## config.mk

```make
export PLATFORM = sky130hd
export DESIGN_NAME = cnt_cmd_if
export DESIGN_NICKNAME = d
export VERILOG_FILES = /design/src/rtl/cnt_cmd_if_pkg.sv /design/src/rtl/cnt_ctl_decode.sv /design/src/rtl/cnt_byte_ptr.sv /design/src/rtl/cnt_data_regs.sv /design/src/rtl/cnt_cfg_regs.sv /design/src/rtl/cnt_cmd_if.sv
export SDC_FILE = /design/constraint.sdc
export NUM_CORES = 1
export LEC_CHECK = 0
export CAP_MARGIN = 40
export CORE_AREA = 2 2 88 90
export CTS_CLUSTER_DIAMETER = 120
export DETAILED_ROUTE_END_ITERATION = 7
export DIE_AREA = 0 0 90 92
export GPL_TIMING_DRIVEN = 0
export MAX_ROUTING_LAYER = met4
export PLACE_DENSITY = 0.73
export REMOVE_ABC_BUFFERS = 1
export SETUP_SLACK_MARGIN = 0.3
export SLEW_MARGIN = 20
export SYNTH_ARGS = -nofsm -noshare
export SYNTH_HDL_FRONTEND = slang
export SYNTH_SLANG_ARGS = --single-unit
```

## constraint.sdc

```tcl
create_clock -name clk_i -period 3.7 [get_ports clk_i]
set_input_delay 0.74 -clock clk_i [delete_from_list [all_inputs] [get_ports clk_i]]
set_output_delay 0.74 -clock clk_i [all_outputs]
set_load 0.05 [all_outputs]
```

## src/rtl/cnt_cmd_if_pkg.sv

```systemverilog
package cnt_cmd_if_pkg;
  localparam int unsigned BYTE_W = 8;
  localparam int unsigned STAT_ERR_BIT = 4;
  localparam int unsigned STAT_UP_BIT = 5;

  typedef enum logic [1:0] {
    TGT_CMD  = 2'b00,
    TGT_MODE = 2'b01,
    TGT_IO   = 2'b10,
    TGT_IDX  = 2'b11
  } tgt_e;

  typedef enum logic [1:0] {
    CLR_NONE  = 2'b00,
    CLR_CNT   = 2'b01,
    CLR_FLAGS = 2'b10,
    CLR_ERR   = 2'b11
  } clr_e;

  typedef enum logic [1:0] {
    XF_NONE  = 2'b00,
    XF_LOAD  = 2'b01,
    XF_LATCH = 2'b10,
    XF_PSC   = 2'b11
  } xfer_e;

  typedef struct packed {
    logic  valid;
    logic  ptr_rst;
    clr_e  clr;
    xfer_e xfer;
  } cmd_t;

  typedef struct packed {
    logic       bcd;
    logic [1:0] count_mode;
    logic [1:0] quad_mode;
    logic       ab_en;
    logic       idx_load_n;
    logic       idx_sync;
    logic       idx_pol;
  } cfg_t;
endpackage

```

## src/rtl/cnt_ctl_decode.sv

```systemverilog
module cnt_ctl_decode
  import cnt_cmd_if_pkg::*;
(
  input  logic              ctl_wr_i,
  input  logic [BYTE_W-1:0] wdata_i,
  output cmd_t              cmd_o,
  output logic              we_mode_o,
  output logic              we_io_o,
  output logic              we_idx_o
);
  tgt_e tgt;

  always_comb begin
    tgt = tgt_e'(wdata_i[6:5]);
    cmd_o.valid   = ctl_wr_i && (tgt == TGT_CMD);
    cmd_o.ptr_rst = wdata_i[0];
    cmd_o.clr     = clr_e'(wdata_i[2:1]);
    cmd_o.xfer    = xfer_e'(wdata_i[4:3]);
    we_mode_o     = ctl_wr_i && (tgt == TGT_MODE);
    we_io_o       = ctl_wr_i && (tgt == TGT_IO);
    we_idx_o      = ctl_wr_i && (tgt == TGT_IDX);
  end
endmodule

```

## src/rtl/cnt_byte_ptr.sv

```systemverilog
module cnt_byte_ptr #(
  parameter int unsigned NBYTES = 3,
  localparam int unsigned PTR_W = (NBYTES > 1) ? $clog2(NBYTES) : 1
) (
  input  logic             clk_i,
  input  logic             rst_ni,
  input  logic             clr_i,
  input  logic             adv_i,
  output logic [PTR_W-1:0] ptr_o
);
  localparam logic [PTR_W-1:0] LAST = PTR_W'(NBYTES - 1);

  always_ff @(posedge clk_i or negedge rst_ni) begin
    if (!rst_ni) begin
      ptr_o <= '0;
    end else if (clr_i) begin
      ptr_o <= '0;
    end else if (adv_i) begin
      ptr_o <= (ptr_o == LAST) ? '0 : ptr_o + 1'b1;
    end
  end
endmodule

```

## src/rtl/cnt_data_regs.sv

```systemverilog
module cnt_data_regs
  import cnt_cmd_if_pkg::*;
#(
  parameter int unsigned NBYTES = 3,
  localparam int unsigned CW = NBYTES * BYTE_W,
  localparam int unsigned PTR_W = (NBYTES > 1) ? $clog2(NBYTES) : 1
) (
  input  logic              clk_i,
  input  logic              rst_ni,
  input  logic              data_wr_i,
  input  logic [PTR_W-1:0]  ptr_i,
  input  logic [BYTE_W-1:0] wdata_i,
  input  logic              latch_i,
  input  logic              psc_ld_i,
  input  logic [CW-1:0]     cnt_i,
  output logic [CW-1:0]     preset_o,
  output logic [BYTE_W-1:0] latch_byte_o,
  output logic [BYTE_W-1:0] psc_o
);
  logic [CW-1:0] latch_q;

  for (genvar b = 0; b < NBYTES; b++) begin : g_byte
    always_ff @(posedge clk_i or negedge rst_ni) begin
      if (!rst_ni) begin
        preset_o[b*BYTE_W +: BYTE_W] <= '0;
      end else if (data_wr_i && (ptr_i == PTR_W'(b))) begin
        preset_o[b*BYTE_W +: BYTE_W] <= wdata_i;
      end
    end
  end

  always_ff @(posedge clk_i or negedge rst_ni) begin
    if (!rst_ni) begin
      latch_q <= '0;
      psc_o   <= '0;
    end else begin
      if (latch_i)  latch_q <= cnt_i;
      if (psc_ld_i) psc_o   <= preset_o[BYTE_W-1:0];
    end
  end

  always_comb begin
    latch_byte_o = '0;
    for (int b = 0; b < NBYTES; b++) begin
      if (ptr_i == PTR_W'(b)) latch_byte_o = latch_q[b*BYTE_W +: BYTE_W];
    end
  end
endmodule

```

## src/rtl/cnt_cfg_regs.sv

```systemverilog
module cnt_cfg_regs
  import cnt_cmd_if_pkg::*;
(
  input  logic              clk_i,
  input  logic              rst_ni,
  input  logic              we_mode_i,
  input  logic              we_io_i,
  input  logic              we_idx_i,
  input  logic [BYTE_W-1:0] wdata_i,
  output cfg_t              cfg_o
);
  always_ff @(posedge clk_i or negedge rst_ni) begin
    if (!rst_ni) begin
      cfg_o <= '0;
    end else begin
      if (we_mode_i) begin
        cfg_o.bcd        <= wdata_i[0];
        cfg_o.count_mode <= wdata_i[2:1];
        cfg_o.quad_mode  <= wdata_i[4:3];
      end
      if (we_io_i) begin
        cfg_o.ab_en      <= wdata_i[0];
        cfg_o.idx_load_n <= wdata_i[1];
      end
      if (we_idx_i) begin
        cfg_o.idx_sync   <= wdata_i[0];
        cfg_o.idx_pol    <= wdata_i[1];
      end
    end
  end
endmodule

```

## src/rtl/cnt_cmd_if.sv

```systemverilog
module cnt_cmd_if
  import cnt_cmd_if_pkg::*;
#(
  parameter int unsigned NBYTES = 3,
  localparam int unsigned CW = NBYTES * BYTE_W,
  localparam int unsigned PTR_W = (NBYTES > 1) ? $clog2(NBYTES) : 1
) (
  input  logic              clk_i,
  input  logic              rst_ni,
  input  logic              wr_i,
  input  logic              rd_i,
  input  logic              addr_i,
  input  logic [BYTE_W-1:0] wdata_i,
  output logic [BYTE_W-1:0] rdata_o,
  input  logic [CW-1:0]     cnt_i,
  input  logic              err_flag_i,
  input  logic              up_flag_i,
  output logic [CW-1:0]     preset_o,
  output logic              load_cnt_o,
  output logic              clr_cnt_o,
  output logic              clr_flags_o,
  output logic              clr_err_o,
  output logic [BYTE_W-1:0] psc_o,
  output logic              bcd_o,
  output logic [1:0]        count_mode_o,
  output logic [1:0]        quad_mode_o,
  output logic              ab_en_o,
  output logic              idx_load_n_o,
  output logic              idx_sync_o,
  output logic              idx_pol_o
);
  cmd_t              cmd;
  cfg_t              cfg;
  logic              we_mode, we_io, we_idx;
  logic [PTR_W-1:0]  ptr;
  logic [BYTE_W-1:0] latch_byte;
  logic              data_wr, data_rd, stat_rd;

  assign data_wr = wr_i && !addr_i;
  assign data_rd = rd_i && !addr_i;
  assign stat_rd = rd_i && addr_i;

  cnt_ctl_decode u_dec (
    .ctl_wr_i  (wr_i && addr_i),
    .wdata_i   (wdata_i),
    .cmd_o     (cmd),
    .we_mode_o (we_mode),
    .we_io_o   (we_io),
    .we_idx_o  (we_idx)
  );

  cnt_byte_ptr #(.NBYTES(NBYTES)) u_ptr (
    .clk_i  (clk_i),
    .rst_ni (rst_ni),
    .clr_i  (cmd.valid && cmd.ptr_rst),
    .adv_i  (data_wr || data_rd),
    .ptr_o  (ptr)
  );

  cnt_data_regs #(.NBYTES(NBYTES)) u_data (
    .clk_i        (clk_i),
    .rst_ni       (rst_ni),
    .data_wr_i    (data_wr),
    .ptr_i        (ptr),
    .wdata_i      (wdata_i),
    .latch_i      (cmd.valid && (cmd.xfer == XF_LATCH)),
    .psc_ld_i     (cmd.valid && (cmd.xfer == XF_PSC)),
    .cnt_i        (cnt_i),
    .preset_o     (preset_o),
    .latch_byte_o (latch_byte),
    .psc_o        (psc_o)
  );

  cnt_cfg_regs u_cfg (
    .clk_i     (clk_i),
    .rst_ni    (rst_ni),
    .we_mode_i (we_mode),
    .we_io_i   (we_io),
    .we_idx_i  (we_idx),
    .wdata_i   (wdata_i),
    .cfg_o     (cfg)
  );

  always_ff @(posedge clk_i or negedge rst_ni) begin
    if (!rst_ni) begin
      load_cnt_o  <= 1'b0;
      clr_cnt_o   <= 1'b0;
      clr_flags_o <= 1'b0;
      clr_err_o   <= 1'b0;
    end else begin
      load_cnt_o  <= cmd.valid && (cmd.xfer == XF_LOAD);
      clr_cnt_o   <= cmd.valid && (cmd.clr == CLR_CNT);
      clr_flags_o <= cmd.valid && (cmd.clr == CLR_FLAGS);
      clr_err_o   <= cmd.valid && (cmd.clr == CLR_ERR);
    end
  end

  always_ff @(posedge clk_i or negedge rst_ni) begin
    if (!rst_ni) begin
      rdata_o <= '0;
    end else if (stat_rd) begin
      rdata_o <= '0;
      rdata_o[STAT_ERR_BIT] <= err_flag_i;
      rdata_o[STAT_UP_BIT]  <= up_flag_i;
    end else if (data_rd) begin
      rdata_o <= latch_byte;
    end
  end

  assign bcd_o        = cfg.bcd;
  assign count_mode_o = cfg.count_mode;
  assign quad_mode_o  = cfg.quad_mode;
  assign ab_en_o      = cfg.ab_en;
  assign idx_load_n_o = cfg.idx_load_n;
  assign idx_sync_o   = cfg.idx_sync;
  assign idx_pol_o    = cfg.idx_pol;
endmodule

```

==> results of run 1 <==
-- how the worst min path moves through the flow --
stage,cells past startpoint,endpoint
2_1_floorplan,0,clr_cnt_o
3_3_place_gp,1,u_data.latch_q[22]
3_5_place_dp,1,u_data.latch_q[22]
4_1_cts,1,u_data.psc_o[3]
5_1_grt,1,u_data.preset_o[20]
6_report,1,u_data.preset_o[20]
-- cells by family (layout without fill, tap and decap cells) --
| kind of cell | after synthesis | after routing | synth area share |
|---|---|---|---|
| AND/OR/NAND/NOR | 39 | 39 | 0.0791 |
| multiplexers | 74 | 74 | 0.254 |
| buffers and inverters | 12 | 111 | 0.0228 |
| flip-flops | 79 | 79 | 0.610 |
| AO/OA/AOI/OAI | 19 | 19 | 0.0347 |
-- worst max-delay path, delay by kind of cell --
family | cells | cell delay, ns
mux | 1 | 0.35
simple gates | 2 | 0.66
buf+inv | 2 | 0.90
-- state kept, by name (all words and copies together), names as in the netlist, 2 cells and up --
register / count
u_cfg.cfg_o: 9
rdata_o: 8
u_data.preset_o: 24
u_ptr.ptr_o: 2
u_data.psc_o: 8
u_data.latch_q: 24
-- cells in the mapped netlist (all sizes together) (2+ instances only) --
cell	n
nor3	3
and3b	2
buf	8
nor2b	5
nand2	11
mux2	65
o22ai	2
nand4b	3
nand4	2
mux2i	9
o21ai	6
or2	8
dfrtp	79
clkbuf	4
a31oi	8
-- power groups by stage --
stage | registers (mW) | clock network [mW] | logic (mW)
6_report | 1.33 | 0.617 | 1.66
5_1_grt | 1.37 | 0.669 | 1.72
4_1_cts | 1.33 | 0.636 | 1.67
3_5_place_dp | 1.34 | 0 | 1.67
3_3_place_gp | 1.34 | 0 | 1.64
2_1_floorplan | 2.04 | 0 | 0.356
-- layout make-up --
| cell class | count | area [sq um] |
|---|---|---|
| clock inverter | 5 | 58.8 |
| clock buffer | 11 | 131 |
| multi-input combinational | 132 | 1190 |
| sequential | 79 | 1980 |
| tap | 102 | 128 |
| timing repair buffer | 95 | 966 |
| fill | 637 | 3000 |
-- per-layer routing --
layer / up-vias / global-route usage
li1: 985 / -
met1: 1063 / 0.224
met2: 84 / 0.264
met3: 9 / 0.0460
met4: 0 / 0.0808
met5: - / -
-- cells in the final DEF, fill, tap and decap left out, types with 2 or more instances in the layout --
cell type and count:
or2_2 8, clkinvlp_4 2, clkdlybuf4s50_1 90, clkbuf_8 9
nand4b_1 3, clkbuf_1 2, mux2_2 63, buf_4 3
o21ai_0 6, a31oi_1 8, mux2i_1 9, nand4_1 2
nand2_1 11, nor3_4 2, o22ai_1 2, mux2_1 2
dfrtp_1 79, nor2b_1 5, and3b_1 2
==> results.cfg, run 1 <==
[run_status]
outcome = completed

[pwr]
p_sw_frac = 0.417
internal-power_mw = 2.10
power.density_nw_per_um2 = 808
comb_power_share = 0.460
power_frac_clock = 0.171
leakagePower_nw = 1.89
power.switching_mw = 1.50
power_mw = 3.60
pwr-share-seq = 0.368
ir_drop_uv = 346

[setup_path]
ff2ff_path_depth = 4
endpoint = u_data.latch_q[21]
regToRegSetupSlack_ns = 1.41
arrival_ns = 2.65
critPathMaxFanout = 16
reg2reg_to = u_data.preset_o[21]
path_cells = clkdlybuf4s50_1 -> nand4b_1 -> nor3_4 -> buf_8 -> mux2_2
critical_path_class = in2reg
cpMaxStageDelayCell = clkdlybuf4s50_1
cp-start-kind = primary input
crit_required_ns = 3.93
crit_start = addr_i
end_kind = register
r2r_start = u_ptr.ptr_o[0]
slowest_delay_ns = 0.66

[logic_synthesis]
ys.flop_type = dfrtp_1
yosys-top-cells-area = dfrtp_1 61%, mux2_2 22%, mux2i_1 2.8%
syn_area_sq_um = 3240
synth_cells = 223
synth_seq_cells = 79
ys_types = 26
async_flop_share = 1.00
synth_edf_count = 0
synth_top_area_frac = 0.610
ys_seq_area_frac = 0.610
yosysWarnings = 0
synth_largest_area_cell = dfrtp_1
avgSynthCellArea_sq_um = 14.5

[die]
coreArea_sq_um = 7450
die-width_um = 90
die-height_um = 92
initial_core_util = 0.435
io-pin-count = 92
row_count = 32
dieArea_sq_um = 8280

[timing]
setup-violations-final = 0
timing.fmax_mhz = 414
finalHoldViolCount = 0
slew_viol_final = 0
fin_skew_ns = 0.00962
setup_slack_ns = 1.28
post-route-period-util = 0.653
rsz0062_at_grt = no
hold_slack_ns = 0.332
tightest_slew_ns = 0.759
fin_tns_setup_ns = 0
relSlewSlack = 0.491
finalCriticalPeriod_ns = 2.42

[final_layout]
syn_to_final_growth_pct = 37.3
final_area_sq_um = 4450
fin_util = 0.598
drive_above_1_share = 0.292
final_nets = 356
n_antenna_cell = 0
layout.cells.non_filler = 424

[clocking]
cts_made_buffers = 9
cts_root_buffer = clkbuf_8
clk_latency_ns = 0.35
cts_resized = 0
cts_hold_buf = 0
htreeDepth = 3
clkTransAtPathRegs_ns = 0.08
post_cts_buffers = 0
cts_sinks = 79
clk_path_buf_depth = 2
cts_tree = done

[placed_design]
place_ws_ns = 0.929
placedInstanceArea_sq_um = 4260
portBuffers = 91
dp_cells = 408
hpwl_mm = 4.75
place.gp.congestion = 0.732

[routing]
drc = 0
drtIter0Drc = 63
dr.pass1.iters = 4
vias_per_cell = 5.05
vias = 2141
routed-wl-met3_um = 444
wl_mm = 6.71
top_layer = met4
wl_met1_mm = 3.05
ant_nets = 0
dr_wl_met2_mm = 3.14
detail_route.wl_per_cell_um = 15.8

[grt]
grt_start_max_net_pins = 48
grt_use_total = 0.175
antenna_found_initial = 0
overflow = 0
grt_pass1_wl_mm = 11.0
grt_pass1_vias = 2127

[run]
cap_violations = 0

[worst_hold_path]
hold_class = in2async
No activity file was read; power rests on OpenSTA's default activity.
==> inputs of run 2 (changes only) <==
CORE_AREA = 2 2 90 92   (was 2 2 88 90)
DIE_AREA = 0 0 92 94   (was 0 0 90 92)
clock period = 2.2 ns   (was 3.7 ns; I/O delays follow)
==> run 2 against run 1 <==
Net effect:
- non-clock buffer count increased by 1
- worst setup slack worse by 0.86 ns
- routed wire length up 2.1%
- via count is 0.61% lower
- sequential share of layout area up 0.33 points
- die area is 4.4% higher
- global-route usage grew 0.15 points
- sequential power rose by 68%
- critical path type is now reg2reg
- largest cell class unchanged
==> results.cfg, run 2 (synthesized netlist as in run 1, its figures left out) <==
[routing]
detail_route.wl_per_cell_um = 16.1
vias = 2128
drc = 0
dr.pass1.iters = 4
wl_mm = 6.85
vias_per_cell = 5.01
drtIter0Drc = 52
ant_nets = 0

[timing]
rsz0062_at_grt = no
finalCriticalPeriod_ns = 1.78
tightest_slew_ns = 0.539
relSlewSlack = 0.640
timing.fmax_mhz = 563
post-route-period-util = 0.808
hold_slack_ns = 0.0414
fin_skew_ns = 0.00593
finalHoldViolCount = 0
setup-violations-final = 0
slew_viol_final = 0

[final_layout]
final_cell_mix = 77 x dfrtp_1, 63 x mux2_2, 54 x dlygate4sd2_1
drive_above_1_share = 0.316
layout.cells.non_filler = 425
final_nets = 357
n_antenna_cell = 0
largest_registers = u_data.latch_q x24, u_data.preset_o x24, u_cfg.cfg_o x9
final_common_cell = dfrtp_1
syn_to_final_growth_pct = 36.5

[clocking]
clk_path_buf_depth = 2
cts_sinks = 79
cts_root_buffer = clkbuf_8
cts_tree = done
clkTransAtPathRegs_ns = 0.08
clk_latency_ns = 0.34
cts_made_buffers = 9
htreeDepth = 3
cts_hold_buf = 0

[setup_path]
ff2ff_path_depth = 4
end_kind = register
critPathMaxFanout = 13
r2r_start = u_ptr.ptr_o[0]
regToRegSetupSlack_ns = 0.42
cpMaxStageDelayCell = dfrtp_2
path_cells = nor2b_1 -> nor2b_4 -> buf_4 -> mux2_2
cp-start-kind = register
crit_required_ns = 2.43
arrival_ns = 2.01
slowest_delay_ns = 0.64
crit_start = u_ptr.ptr_o[0]
critical_path_class = reg2reg

[die]
io-pin-count = 92
die-width_um = 92
die-height_um = 94
coreArea_sq_um = 7610
initial_core_util = 0.426
dieArea_sq_um = 8650
row_count = 32

[run_status]
outcome = completed

[placed_design]
portBuffers = 91
dp_cells = 407
hpwl_mm = 4.91
place.gp.congestion = 0.790

[grt]
overflow = 0
antenna_found_initial = 0
grt_pass1_wl_mm = 11.3
grt_pass1_vias = 2216
grt_start_max_net_pins = 45
grt_use_total = 0.177

[worst_hold_path]
hold_class = in2async

[pwr]
leakagePower_nw = 2.05
power.density_nw_per_um2 = 1310
ir_drop_uv = 505

[run]
cap_violations = 0
run 2: cell count changes in the layout (fill, tap and decap cells not counted), moves of 3 or more:
cell	previous run	this run
clkdlybuf4s50_1	90	33
dlygate4sd2_1	0	54
dlymetal6s2s_1	0	3
nor2b_1	5	2
nor2b_4	0	3
run 2: worst paths after layout:
| kind | endpoint |
|---|---|
| worst min-delay path | u_data.preset_o[10] |
| max in group asynchronous | u_data.latch_q[21] |
| min in group clk_i | u_data.latch_q[4] |
| worst min register to register | u_data.latch_q[4] |
| worst max register to register | u_data.preset_o[15] |
| worst max-delay path | u_data.preset_o[15] |
run 2: per-layer routing:
layer | vias to the layer above | part of all wire | track usage
met5 | - | 0 | -
met2 | 77 | 0.48 | 0.280
li1 | 983 | - | -
met1 | 1059 | 0.45 | 0.227
met3 | 9 | 0.054 | 0.0361
met4 | 0 | 0.013 | 0.0647
run 2: power breakdown:
part           leakage [nW]  switching, mW  total (mW)  internal (mW)
registers             0.983          0.320        2.23           1.91
clock network        0.0960          0.508        1.03          0.520
logic                 0.975           1.69        2.56          0.865
run 2: timing repair:
action	4_1_cts	5_1_grt
hold endpoints to repair	0	0
pin swaps	1	0
resized for setup	63	4
endpoints found under the setup margin	101	52
buffers inserted	2	0
run 2: per-stage QoR:
step	TNS, ns	setup WS [ns]	utilization	area (sq um)	power, mW
6_report	0	0.422	0.582	4420	5.81
5_1_grt	0	0.334	0.582	4420	6.11
4_1_cts	0	0.312	0.580	4420	5.88
3_5_place_dp	-10.71	-0.335	0.558	4250	5.07
3_3_place_gp	-178.70	-2.02	0.553	4210	5.00
2_1_floorplan	0	0.277	-	3170	4.03
run 2: cell type report:
type                            count  area, sq um
Clock buffer                       10          128
Fill cell                         659         3180
Timing Repair Buffer               96          906
Tap cell                          102          128
Multi-Input combinational cell    132         1220
Clock inverter                      6         61.3
Sequential cell                    79         1980
run 2: critical path: cells and delay by family, from the launching register on:
kind | cells | cell delay, ns
buf+inv | 1 | 0.20
mux | 1 | 0.34
flops | 1 | 0.64
simple gates | 2 | 0.48
==> inputs of run 3 (changes only) <==
clock period = 1.45 ns   (was 2.2 ns; I/O delays follow)
==> run 3 against run 2 <==
Net effect:
- total power up 86%
- largest power group unchanged
- sequential share of layout area decreased by 6.9 points
- die area did not move
- clock skew fell by 0.00081 ns
==> results.cfg, run 3 (synthesized netlist as in run 1, its figures left out) <==
[grt]
overflow = 0
grt_start_max_net_pins = 45
grt_busiest_layer = met2
use_met3 = 0.0361
grt_use_total = 0.197
grt_pass1_vias = 2464
grt_pass1_wl_mm = 12.7
antenna_found_initial = 0
grtUsageMet1 = 0.248
gr-usage-met2 = 0.325

[routing]
ant_nets = 0
vias = 2391
wl_mm = 8.25
vias_per_cell = 5.02
drtIter0Drc = 79
detail_route.wl_per_cell_um = 17.3
drc = 0
dr.pass1.iters = 4

[die]
io-pin-count = 92
coreArea_sq_um = 7610
die-height_um = 94
die-width_um = 92
row_count = 32
dieArea_sq_um = 8650
initial_core_util = 0.426

[timing]
fin_skew_ns = 0.00511
post-route-period-util = 0.979
setup-violations-final = 0
finalCriticalPeriod_ns = 1.42
slew_viol_final = 0
finalHoldViolCount = 0
tightest_slew_ns = 0.379
relSlewSlack = 0.745
hold_slack_ns = 0.213
timing.fmax_mhz = 705
rsz0062_at_grt = yes

[final_layout]
largest_registers = u_data.latch_q x24, u_data.preset_o x24, u_cfg.cfg_o x9
n_antenna_cell = 0
final_nets = 408
syn_to_final_growth_pct = 61.7
final_cell_mix = 77 x dfrtp_1, 58 x buf_6, 48 x mux2_4
drive_above_1_share = 0.578
final_area_sq_um = 5240
final_common_cell = dfrtp_1
multiInputGateArea_sq_um = 1440
seq_area_sq_um = 1980
n_fill_cell = 526

[placed_design]
portBuffers = 91
place.gp.congestion = 0.790
hpwl_mm = 4.91
placedInstanceArea_sq_um = 4250

[run_status]
outcome = completed

[clocking]
clk_path_buf_depth = 2
htreeDepth = 3
cts_tree = done
cts_sinks = 79
cts_made_buffers = 9
clk_latency_ns = 0.35
cts_root_buffer = clkbuf_8
clkTransAtPathRegs_ns = 0.08

[worst_hold_path]
hold_class = in2reg
worstHoldStart = wdata_i[3]

[setup_path]
critical_path_class = reg2reg
crit_required_ns = 1.69
crit_start = u_ptr.ptr_o[1]
critPathMaxFanout = 8
cp-start-kind = register
end_kind = register
regToRegSetupSlack_ns = 0.03
r2r_start = u_ptr.ptr_o[1]
arrival_ns = 1.66
endpoint = u_data.preset_o[1]
ff2ff_path_depth = 4
reg2reg_to = u_data.preset_o[1]

[pwr]
power.density_nw_per_um2 = 2070
ir_drop_uv = 831
leakagePower_nw = 2.45

[run]
cap_violations = 0
## run 3: changes by cell type in the layout (fill, tap and decap cells not counted), moves of 3 or more
cell,change
or2_4,+4
buf_12,+5
or2_2,-4
mux2_4,+48
buf_4,+41
clkdlybuf4s50_1,-3
buf_6,+58
dlymetal6s2s_1,-3
dlygate4sd2_1,-54
mux2_2,-46
## run 3: worst min-delay path by stage
stage / endpoint / slack (ns) / depth (start not counted)
6_report: load_cnt_o / 0.21 / 2
5_1_grt: load_cnt_o / 0.21 / 2
4_1_cts: load_cnt_o / 0.21 / 2
3_5_place_dp: u_data.preset_o[10] / 0.28 / 1
3_3_place_gp: u_data.latch_q[22] / 0.47 / 1
2_1_floorplan: clr_cnt_o / -0.006 / 0
## run 3: metal layers
metal,vias up,share of wire
met5,-,0
met2,92,0.51
met1,1207,0.42
li1,1084,-
met4,0,0.011
met3,8,0.059
## run 3: cell type report
type / instances / area share
clock buffers: 10 / 0.0243
multi-input cells: 132 / 0.274
repair buffers: 147 / 0.288
well taps: 102 / 0.0243
clock inverters: 6 / 0.0117
flip-flops and latches: 79 / 0.378
## run 3: where the power goes
group	switching, mW	internal (mW)	total (mW)
Combinational	2.97	2.83	5.80
Clock	0.796	0.790	1.59
Sequential	0.543	2.91	3.45
## run 3: repair_timing
action / CTS / global route
cloned: 1 / 0
pin swaps: 8 / 7
setup endpoints to repair: 132 / 112
hold endpoints to repair: 35 / 0
resized for setup: 466 / 22
buffers inserted: 35 / 16
hold buffers: 1 / 0
## run 3: worst max-delay path: stages, from the launching register on
cell and delay, ns:
dfrtp_2 0.47, buf_6 0.16, nor3_4 0.20, buf_12 0.17, mux2_4 0.31
## run 3: per-stage QoR
step	std cells	util	total power [mW]	worst slack (ns)	TNS [ns]
3_3_place_gp	404	0.553	7.59	-2.62	-268.37
6_report	476	0.689	10.8	0.0308	0
2_1_floorplan	211	-	6.12	-0.473	-11.37
4_1_cts	460	0.667	10.4	0.0205	0
5_1_grt	476	0.689	11.3	-0.00627	-0.0129
3_5_place_dp	407	0.558	7.69	-1.09	-53.02
